<file path="src/rtl/dbgtap_pkg.sv">
`timescale 1ns/1ps
package dbgtap_pkg;

    localparam int IR_W = 5;

    localparam logic [IR_W-1:0] CODE_EXTEST  = 5'h00;
    localparam logic [IR_W-1:0] CODE_SCAN_N  = 5'h02;
    localparam logic [IR_W-1:0] CODE_RESTART = 5'h04;
    localparam logic [IR_W-1:0] CODE_HALT    = 5'h08;
    localparam logic [IR_W-1:0] CODE_INTEST  = 5'h0C;
    localparam logic [IR_W-1:0] CODE_ITRSEL  = 5'h1D;
    localparam logic [IR_W-1:0] CODE_IDCODE  = 5'h1E;

    localparam logic [IR_W-1:0] IR_CAPTURE_VAL = 5'b00001;

    typedef enum logic [3:0] {
        ST_RESET, ST_IDLE,
        ST_DR_SEL, ST_DR_CAP, ST_DR_SHIFT, ST_DR_EX1, ST_DR_PAUSE, ST_DR_EX2, ST_DR_UPD,
        ST_IR_SEL, ST_IR_CAP, ST_IR_SHIFT, ST_IR_EX1, ST_IR_PAUSE, ST_IR_EX2, ST_IR_UPD
    } tap_state_e;

    typedef enum logic [2:0] {
        OP_BYPASS, OP_IDCODE, OP_SELECT, OP_READ, OP_WRITE, OP_ITR, OP_HALT, OP_RESUME
    } op_e;

    function automatic tap_state_e tap_next(input tap_state_e s, input logic t);
        tap_state_e n;
        case (s)
            ST_RESET:    n = t ? ST_RESET    : ST_IDLE;
            ST_IDLE:     n = t ? ST_DR_SEL   : ST_IDLE;
            ST_DR_SEL:   n = t ? ST_IR_SEL   : ST_DR_CAP;
            ST_DR_CAP:   n = t ? ST_DR_EX1   : ST_DR_SHIFT;
            ST_DR_SHIFT: n = t ? ST_DR_EX1   : ST_DR_SHIFT;
            ST_DR_EX1:   n = t ? ST_DR_UPD   : ST_DR_PAUSE;
            ST_DR_PAUSE: n = t ? ST_DR_EX2   : ST_DR_PAUSE;
            ST_DR_EX2:   n = t ? ST_DR_UPD   : ST_DR_SHIFT;
            ST_DR_UPD:   n = t ? ST_DR_SEL   : ST_IDLE;
            ST_IR_SEL:   n = t ? ST_RESET    : ST_IR_CAP;
            ST_IR_CAP:   n = t ? ST_IR_EX1   : ST_IR_SHIFT;
            ST_IR_SHIFT: n = t ? ST_IR_EX1   : ST_IR_SHIFT;
            ST_IR_EX1:   n = t ? ST_IR_UPD   : ST_IR_PAUSE;
            ST_IR_PAUSE: n = t ? ST_IR_EX2   : ST_IR_PAUSE;
            ST_IR_EX2:   n = t ? ST_IR_UPD   : ST_IR_SHIFT;
            ST_IR_UPD:   n = t ? ST_DR_SEL   : ST_IDLE;
            default:     n = ST_RESET;
        endcase
        return n;
    endfunction

    function automatic op_e decode_op(input logic [IR_W-1:0] code);
        op_e o;
        case (code)
            CODE_EXTEST:  o = OP_WRITE;
            CODE_SCAN_N:  o = OP_SELECT;
            CODE_RESTART: o = OP_RESUME;
            CODE_HALT:    o = OP_HALT;
            CODE_INTEST:  o = OP_READ;
            CODE_ITRSEL:  o = OP_ITR;
            CODE_IDCODE:  o = OP_IDCODE;
            default:      o = OP_BYPASS;
        endcase
        return o;
    endfunction

    function automatic logic op_is_chain(input op_e o);
        return (o == OP_READ) || (o == OP_WRITE) || (o == OP_ITR);
    endfunction

endpackage

</file>
<file path="src/rtl/dbgtap_fsm.sv">
`timescale 1ns/1ps
module dbgtap_fsm
    import dbgtap_pkg::*;
(
    input  logic       tck,
    input  logic       rst,
    input  logic       tms,
    output tap_state_e state
);
    always_ff @(posedge tck) begin
        if (rst) state <= ST_RESET;
        else     state <= tap_next(state, tms);
    end
endmodule

</file>
<file path="src/rtl/dbgtap_ir.sv">
`timescale 1ns/1ps
module dbgtap_ir
    import dbgtap_pkg::*;
(
    input  logic       tck,
    input  logic       rst,
    input  tap_state_e state,
    input  logic       tdi,
    output op_e        op,
    output logic       ir_lsb
);
    logic [IR_W-1:0] ir_q;
    logic [IR_W-1:0] ir_sh;

    always_ff @(posedge tck) begin
        if (rst || state == ST_RESET) begin
            ir_q  <= CODE_IDCODE;
            ir_sh <= IR_CAPTURE_VAL;
        end else begin
            case (state)
                ST_IR_CAP:   ir_sh <= IR_CAPTURE_VAL;
                ST_IR_SHIFT: ir_sh <= {tdi, ir_sh[IR_W-1:1]};
                ST_IR_UPD:   ir_q  <= ir_sh;
                default:     ;
            endcase
        end
    end

    assign op     = decode_op(ir_q);
    assign ir_lsb = ir_sh[0];
endmodule

</file>
<file path="src/rtl/dbgtap_dr.sv">
`timescale 1ns/1ps
module dbgtap_dr
    import dbgtap_pkg::*;
#(
    parameter logic [31:0] ID_VALUE = 32'h5A3C_9E61,
    parameter int          CHAIN_W  = 5
) (
    input  logic               tck,
    input  logic               rst,
    input  tap_state_e         state,
    input  op_e                op,
    input  logic               tdi,
    output logic [CHAIN_W-1:0] chain_num,
    output logic               dr_lsb
);
    localparam int ID_W = 32;
    localparam logic [CHAIN_W-1:0] SEL_SIGNATURE = CHAIN_W'(5'h10);

    logic               byp_q;
    logic [ID_W-1:0]    id_sh;
    logic [CHAIN_W-1:0] sel_sh;

    always_ff @(posedge tck) begin
        if (rst || state == ST_RESET) begin
            byp_q     <= 1'b0;
            id_sh     <= ID_VALUE;
            sel_sh    <= SEL_SIGNATURE;
            chain_num <= '0;
        end else begin
            case (state)
                ST_DR_CAP: begin
                    byp_q <= 1'b0;
                    if (op == OP_IDCODE) id_sh  <= ID_VALUE;
                    if (op == OP_SELECT) sel_sh <= SEL_SIGNATURE;
                end
                ST_DR_SHIFT: begin
                    byp_q <= tdi;
                    if (op == OP_IDCODE) id_sh  <= {tdi, id_sh[ID_W-1:1]};
                    if (op == OP_SELECT) sel_sh <= {tdi, sel_sh[CHAIN_W-1:1]};
                end
                ST_DR_UPD: begin
                    if (op == OP_SELECT) chain_num <= sel_sh;
                end
                default: ;
            endcase
        end
    end

    always_comb begin
        case (op)
            OP_IDCODE: dr_lsb = id_sh[0];
            OP_SELECT: dr_lsb = sel_sh[0];
            default:   dr_lsb = byp_q;
        endcase
    end
endmodule

</file>
<file path="src/rtl/dbgtap_selector.sv">
`timescale 1ns/1ps
module dbgtap_selector
    import dbgtap_pkg::*;
#(
    parameter logic [31:0] ID_VALUE  = 32'h5A3C_9E61,
    parameter int          CHAIN_W   = 5,
    parameter int          ITR_CHAIN = 4,
    parameter int          DTR_CHAIN = 5
) (
    input  logic               tck,
    input  logic               rst,
    input  logic               tms,
    input  logic               tdi,
    output logic               tdo,
    output logic               tdo_en,
    output logic [CHAIN_W-1:0] chain_sel,
    output logic               chain_rd,
    output logic               chain_wr,
    output logic               chain_capture,
    output logic               chain_shift,
    output logic               chain_update,
    output logic               chain_si,
    input  logic               chain_so,
    output logic               idle_exec,
    output logic               halt_req,
    output logic               restart_req
);
    localparam logic [CHAIN_W-1:0] ITR_SEL = CHAIN_W'(ITR_CHAIN);
    localparam logic [CHAIN_W-1:0] DTR_SEL = CHAIN_W'(DTR_CHAIN);

    tap_state_e         state;
    op_e                op;
    logic               ir_lsb;
    logic               dr_lsb;
    logic [CHAIN_W-1:0] chain_num;
    logic               chain_op;
    logic               shifting;
    logic               serial_out;

    dbgtap_fsm u_fsm (
        .tck   (tck),
        .rst   (rst),
        .tms   (tms),
        .state (state)
    );

    dbgtap_ir u_ir (
        .tck    (tck),
        .rst    (rst),
        .state  (state),
        .tdi    (tdi),
        .op     (op),
        .ir_lsb (ir_lsb)
    );

    dbgtap_dr #(
        .ID_VALUE (ID_VALUE),
        .CHAIN_W  (CHAIN_W)
    ) u_dr (
        .tck       (tck),
        .rst       (rst),
        .state     (state),
        .op        (op),
        .tdi       (tdi),
        .chain_num (chain_num),
        .dr_lsb    (dr_lsb)
    );

    assign chain_op  = op_is_chain(op);
    assign chain_sel = (op == OP_ITR) ? ITR_SEL : chain_num;
    assign chain_rd  = (op == OP_READ);
    assign chain_wr  = (op == OP_WRITE) || (op == OP_ITR);

    assign chain_capture = chain_op && (state == ST_DR_CAP);
    assign chain_shift   = chain_op && (state == ST_DR_SHIFT);
    assign chain_update  = chain_op && (state == ST_DR_UPD);
    assign chain_si      = tdi;

    assign idle_exec   = (state == ST_IDLE) && chain_op &&
                         ((chain_sel == ITR_SEL) || (chain_sel == DTR_SEL));
    assign halt_req    = (state == ST_IDLE) && (op == OP_HALT);
    assign restart_req = (state == ST_IDLE) && (op == OP_RESUME);

    assign shifting = (state == ST_IR_SHIFT) || (state == ST_DR_SHIFT);

    always_comb begin
        if (state == ST_IR_SHIFT) serial_out = ir_lsb;
        else if (chain_op)        serial_out = chain_so;
        else                      serial_out = dr_lsb;
    end

    always_ff @(negedge tck) begin
        if (rst) begin
            tdo    <= 1'b0;
            tdo_en <= 1'b0;
        end else begin
            tdo    <= shifting ? serial_out : 1'b0;
            tdo_en <= shifting;
        end
    end
endmodule

</file>
<file path="config.mk">
export PLATFORM = sky130hd
export DESIGN_NAME = dbgtap_selector
export DESIGN_NICKNAME = d
export VERILOG_FILES = /design/src/rtl/dbgtap_pkg.sv /design/src/rtl/dbgtap_fsm.sv /design/src/rtl/dbgtap_ir.sv /design/src/rtl/dbgtap_dr.sv /design/src/rtl/dbgtap_selector.sv
export SDC_FILE = /design/constraint.sdc
export NUM_CORES = 1
export LEC_CHECK = 0
export BUFFER_PORTS_ARGS = -buffer_cell sky130_fd_sc_hd__buf_4
export CORE_MARGIN = 2
export CORE_UTILIZATION = 53
export CTS_CLUSTER_DIAMETER = 150
export DETAILED_ROUTE_END_ITERATION = 12
export PLACE_DENSITY = 0.84
export SLEW_MARGIN = 20
export SYNTH_ARGS = -nofsm -noshare
export SYNTH_HDL_FRONTEND = slang
export SYNTH_SLANG_ARGS = --single-unit
</file>
<file path="constraint.sdc">
create_clock -name tck -period 1.6 [get_ports tck]
set_input_delay 0.32 -clock tck [delete_from_list [all_inputs] [get_ports tck]]
set_output_delay 0.32 -clock tck [all_outputs]
set_load 0.05 [all_outputs]
</file>
Yosys cells after proc, flatten, opt, wreduce, memory -nomap -nowiden
Cells that the tools add are included.
{"block": "op_classes", "n_addsub": 0, "n_mul": 0, "n_div": 0, "magnitude_cmp": 0, "n_eq_ne": 34, "shift": 0, "mux": 26, "bitwise_logic": 1, "n_reduce_logical": 24}
{"operator": "two-way mux 32 bit", "n": 2}
{"operator": "one-hot mux 32 bit (2 select lines)", "n": 1}
{"operator": "one-hot mux 4 bit (12 select lines)", "n": 1}
{"operator": "== test 4 bit, second input constant", "n": 8}
{"operator": "one-hot mux 3 bit (7 select lines)", "n": 1}
{"operator": "one-hot mux 5 bit (2 select lines)", "n": 2}
{"operator": "== test 4 x 3 -> 1 bit, second input constant", "n": 4}
{"operator": "two-way mux 4 bit", "n": 4}
{"operator": "== test 5 x 3 -> 1 bit, second input constant", "n": 3}
{"operator": "two-way mux 5 bit", "n": 3}
{"operator": "== test 3 bit, second input constant", "n": 4}
{"operator": "== test 5 x 4 -> 1 bit, second input constant", "n": 2}
{"operator": "== test 5 bit, second input constant", "n": 2}
{"operator": "== test 4 x 2 -> 1 bit, second input constant", "n": 2}
{"operator": "inequality test 2 x 1 -> 1 bit, second input constant", "n": 4}
{"operator": "logical AND 1 bit", "n": 7}
{"operator": "== test 3 x 2 -> 1 bit, second input constant", "n": 2}
{"operator": "logical OR 1 bit", "n": 6}
{"operator": "two-way mux 2 bit", "n": 3}
{"operator": "two-way mux 3 bit", "n": 2}
{"operator": "AND reduction 3 bit", "n": 2}
{"operator": "OR reduction 2 bit", "n": 3}
{"operator": "== test 5 x 2 -> 1 bit, second input constant", "n": 1}
{"operator": "zero test 5 bit", "n": 1}
{"operator": "other kinds (9)", "n": 15}
{"block": "totals", "regBits": 59, "latchBits": 0, "ramBits": 0, "romBits": 0, "inputBits": 5, "out_inout_bits": 16, "wordCells": 94, "n_memories": 0}

Depth between registers and ports, before layout
{"block": "logic_depth", "depth_word": 7, "depth_mapped": 7, "mapped_depth_nobuf": 4}

By module
A second synthesis with hierarchy kept.
{"block": "unflattened", "hier_cells": 258, "area_unflattened_um2": 2593.7}
{"mod": "dbgtap_dr", "instances": 1, "cells_each": 132, "area_per_inst_um2": 1541.5, "seq_area_each_um2": 860.8}
{"mod": "dbgtap_ir", "instances": 1, "cells_each": 51, "area_per_inst_um2": 465.4, "seq_area_each_um2": 200.2}
{"mod": "dbgtap_fsm", "instances": 1, "cells_each": 39, "area_per_inst_um2": 331.6, "seq_area_each_um2": 80.1}
{"mod": "dbgtap_selector", "instances": 1, "cells_each": 36, "area_per_inst_um2": 255.2, "seq_area_each_um2": 40.0}

==> metrics.txt <==
status=complete, but fails checks; failing checks=negative setup slack; remaining global-route overflow=0; Min Clock Period, post-route=2.58 ns; RSZ-0062 raised after global routing=true; DR pass1 iterations=7; Worst Setup Start Kind=flip-flop; Synth Flop Type=dfxtp_1; dpl cell area=slightly above 0.003 mm²; die span in y=between 70 and 80 µm; wire per inst=27.2 µm; final setup fails=66; post-synth top area cell=dfxtp_1; worst-skew pair later-pin latency=0.41 ns; Rows=25; Vias/cell=just over 7; Mapped Cells=between 200 and 300; PwrDens=just over 800 mW/mm²; gpl congestion=around 0.86; vias in the first global route=roughly 2,600; placed insts=374; Slew HR=between 60% and 70%; WS Path Type=flip-flop to output port; Unique masters post-synth=47; worst vdd ir=~0.75 mV; initial core utilization=a little over half; wirelength, routed=approximately 12,000 µm; antenna violations before repair=0; H-tree Lvls=3; IO Pins=21; Area contributors post-synth=dfxtp_1, a22oi_1, nor2_1, o22ai_1, nand2_1; final hold vios=0; Max Cap Violations=0; Bufs on Longest Clock Path=2; Sink Count=around 60; vias post-DR=between 3,000 and 4,000; core area=between 0.004 and 0.005 mm²; Syn Area/Cell=a little under 9 µm²; final core occ=89.0%; CTS tree=yes; Worst Path Max Fanout=3; worst path arrival time=approximately 2.3 ns; hpwl dp=just under 4000 µm; # DRC=0; Starting DRT DRC Count=approximately 460; area share of the leading cell type in the synthesized netlist=a little under half; clock skew=0.0646 ns; EDFF count, synth=0; fmax=~390 MHz; Routed Antenna Nets=0; Seq cells post-synth=59; Async SR Flop Fraction=0%; clk slew on worst S/H paths=0.08 ns; pin count of the biggest net entering global routing=32; All-Layer GR Usage=approximately a third; Period Utilization, post-route=161%; Slew Viols, Final=0; Design Power=0.00333 W; Final Non-Filler Cells=about 420; final setup TNS=-16.84 ns; die width=roughly 73 µm; Syn Nets=just under 300; Final WS setup=-0.975 ns; sequential area share after synthesis=a little under half; die area=between 0.005 and 0.006 mm²; CP required=around 1.3 ns; Layout Area Growth over Synthesis=64.2%; Ys Warns=0; CTS buffer count=9; clock root buffer=clkbuf_8; Final #Nets=370; n_diodes=0; Crit. End Element=output port; cell area after synthesis=around 0.0025 mm²; Lkg Pwr=1.56 nW; Hold WC Path Type=primary input to flip-flop; port bufs=20; cts hold-fix bufs=0; post-route design area=between 0.004 and 0.005 mm²; worst slew pin tran=between 0.4 and 0.5 ns; share of cells above drive strength 1=approximately 50%; first-pass GRT wire length=13,100 µm
[state kept, by name, summed over array words and instances, names as in the netlist]
| signal | count |
|---|---|
| tdo | 1 |
| u_dr.sel_sh | 5 |
| u_dr.chain_num | 5 |
| u_fsm.state | 4 |
| u_ir.ir_sh | 5 |
| tdo_en | 1 |
| u_dr.byp_q | 1 |
| u_ir.ir_q | 5 |
| u_dr.id_sh | 32 |
[cells by family after synthesis]
group / synth area share, %
AO/OA/AOI/OAI: 20.2
flip-flops: 47.1
multiplexers: 3.99
XOR/XNOR: 0.349
AND/OR/NAND/NOR: 22.9
buffers and inverters: 5.44
[cell usage in the layout (no fill, tap or decap), drive strengths merged, types with 2 or more instances in the layout]
cell type,n
nor3b,5
nor4,3
a21oi,12
o2111ai,2
nand3,7
a21o,2
o211ai,2
buf,90
nand2,27
and3,4
inv,7
a22oi,21
nor2,37
nor4b,3
o22ai,17
or2,2
nor3,2
o21ai,9
clkinv,4
mux2i,10
and3b,2
nand2b,5
nand4,3
clkbuf,10
dfxtp,59
a211oi,2
nor2b,7
[what timing repair did]
action	in CTS	in global routing
resized for setup	99	49
gates cloned	2	2
setup buffers	22	14
pin swaps	16	43
endpoints found under the setup margin	38	65
[worst paths after layout]
path                               startpoint             end  slack, ns  cells after the start
worst max-delay path             u_ir.ir_q[2]   chain_capture      -0.98                      7
worst min-delay path                      tms  u_fsm.state[0]       0.25                      2
worst max register to register   u_ir.ir_q[2]             tdo      -0.82                      6
worst min register to register  u_ir.ir_sh[4]   u_ir.ir_sh[4]       0.48                      2
[synthesized netlist by cell type (7+ instances only)]
cell	instances
a21oi_1	12
o22ai_1	17
nor2_1	37
nand2_1	27
a22oi_1	21
nor2b_1	7
clkbuf_1	10
mux2i_1	10
dfxtp_1	59
o21ai_0	9
buf_2	9
nand3_1	7
[stage by stage]
step	worst slack, ns	hold WS [ns]
after CTS	-0.592	0.208
after global routing	-1.02	0.244
after floorplan	-0.450	0.442
after global placement	-0.452	0.452
after detailed placement	-0.544	0.456
final	-0.975	0.250
[where the power goes]
| part | leakage [nW] | internal [W] | switching (W) |
|---|---|---|---|
| combinational | 0.971 | 0.000166 | 0.000212 |
| sequential | 0.480 | 0.00147 | 0.0000185 |
| clock | 0.110 | 0.000736 | 0.000725 |
| total | 1.56 | 0.00237 | 0.000955 |
[worst max-delay path: stages (launching register included)]
cell	delay, ns
dfxtp_4	0.40
buf_6	0.12
nand4_1	0.28
o31a_1	0.26
buf_6	0.14
or2_4	0.27
nor4_4	0.22
buf_6	0.21
[layer usage]
layer / track usage (%) / vias to the layer above / share of wire [%]
met2: 57.3 / 271 / 47
li1: - / 1200 / -
met3: 9.53 / 116 / 10
met5: 0 / - / 0
met4: 18.9 / 0 / 9.5
met1: 36.3 / 1415 / 33
[area by class of cell]
class,count,area [µm²]
timing repair buffer,91,972
fill,168,509
clock buffer,9,124
tap,54,67.6
clock inverter,9,85.1
multi-input combinational,198,1640
sequential,59,1210
inverter,4,15.0
Power figures use the tool's default switching activity.
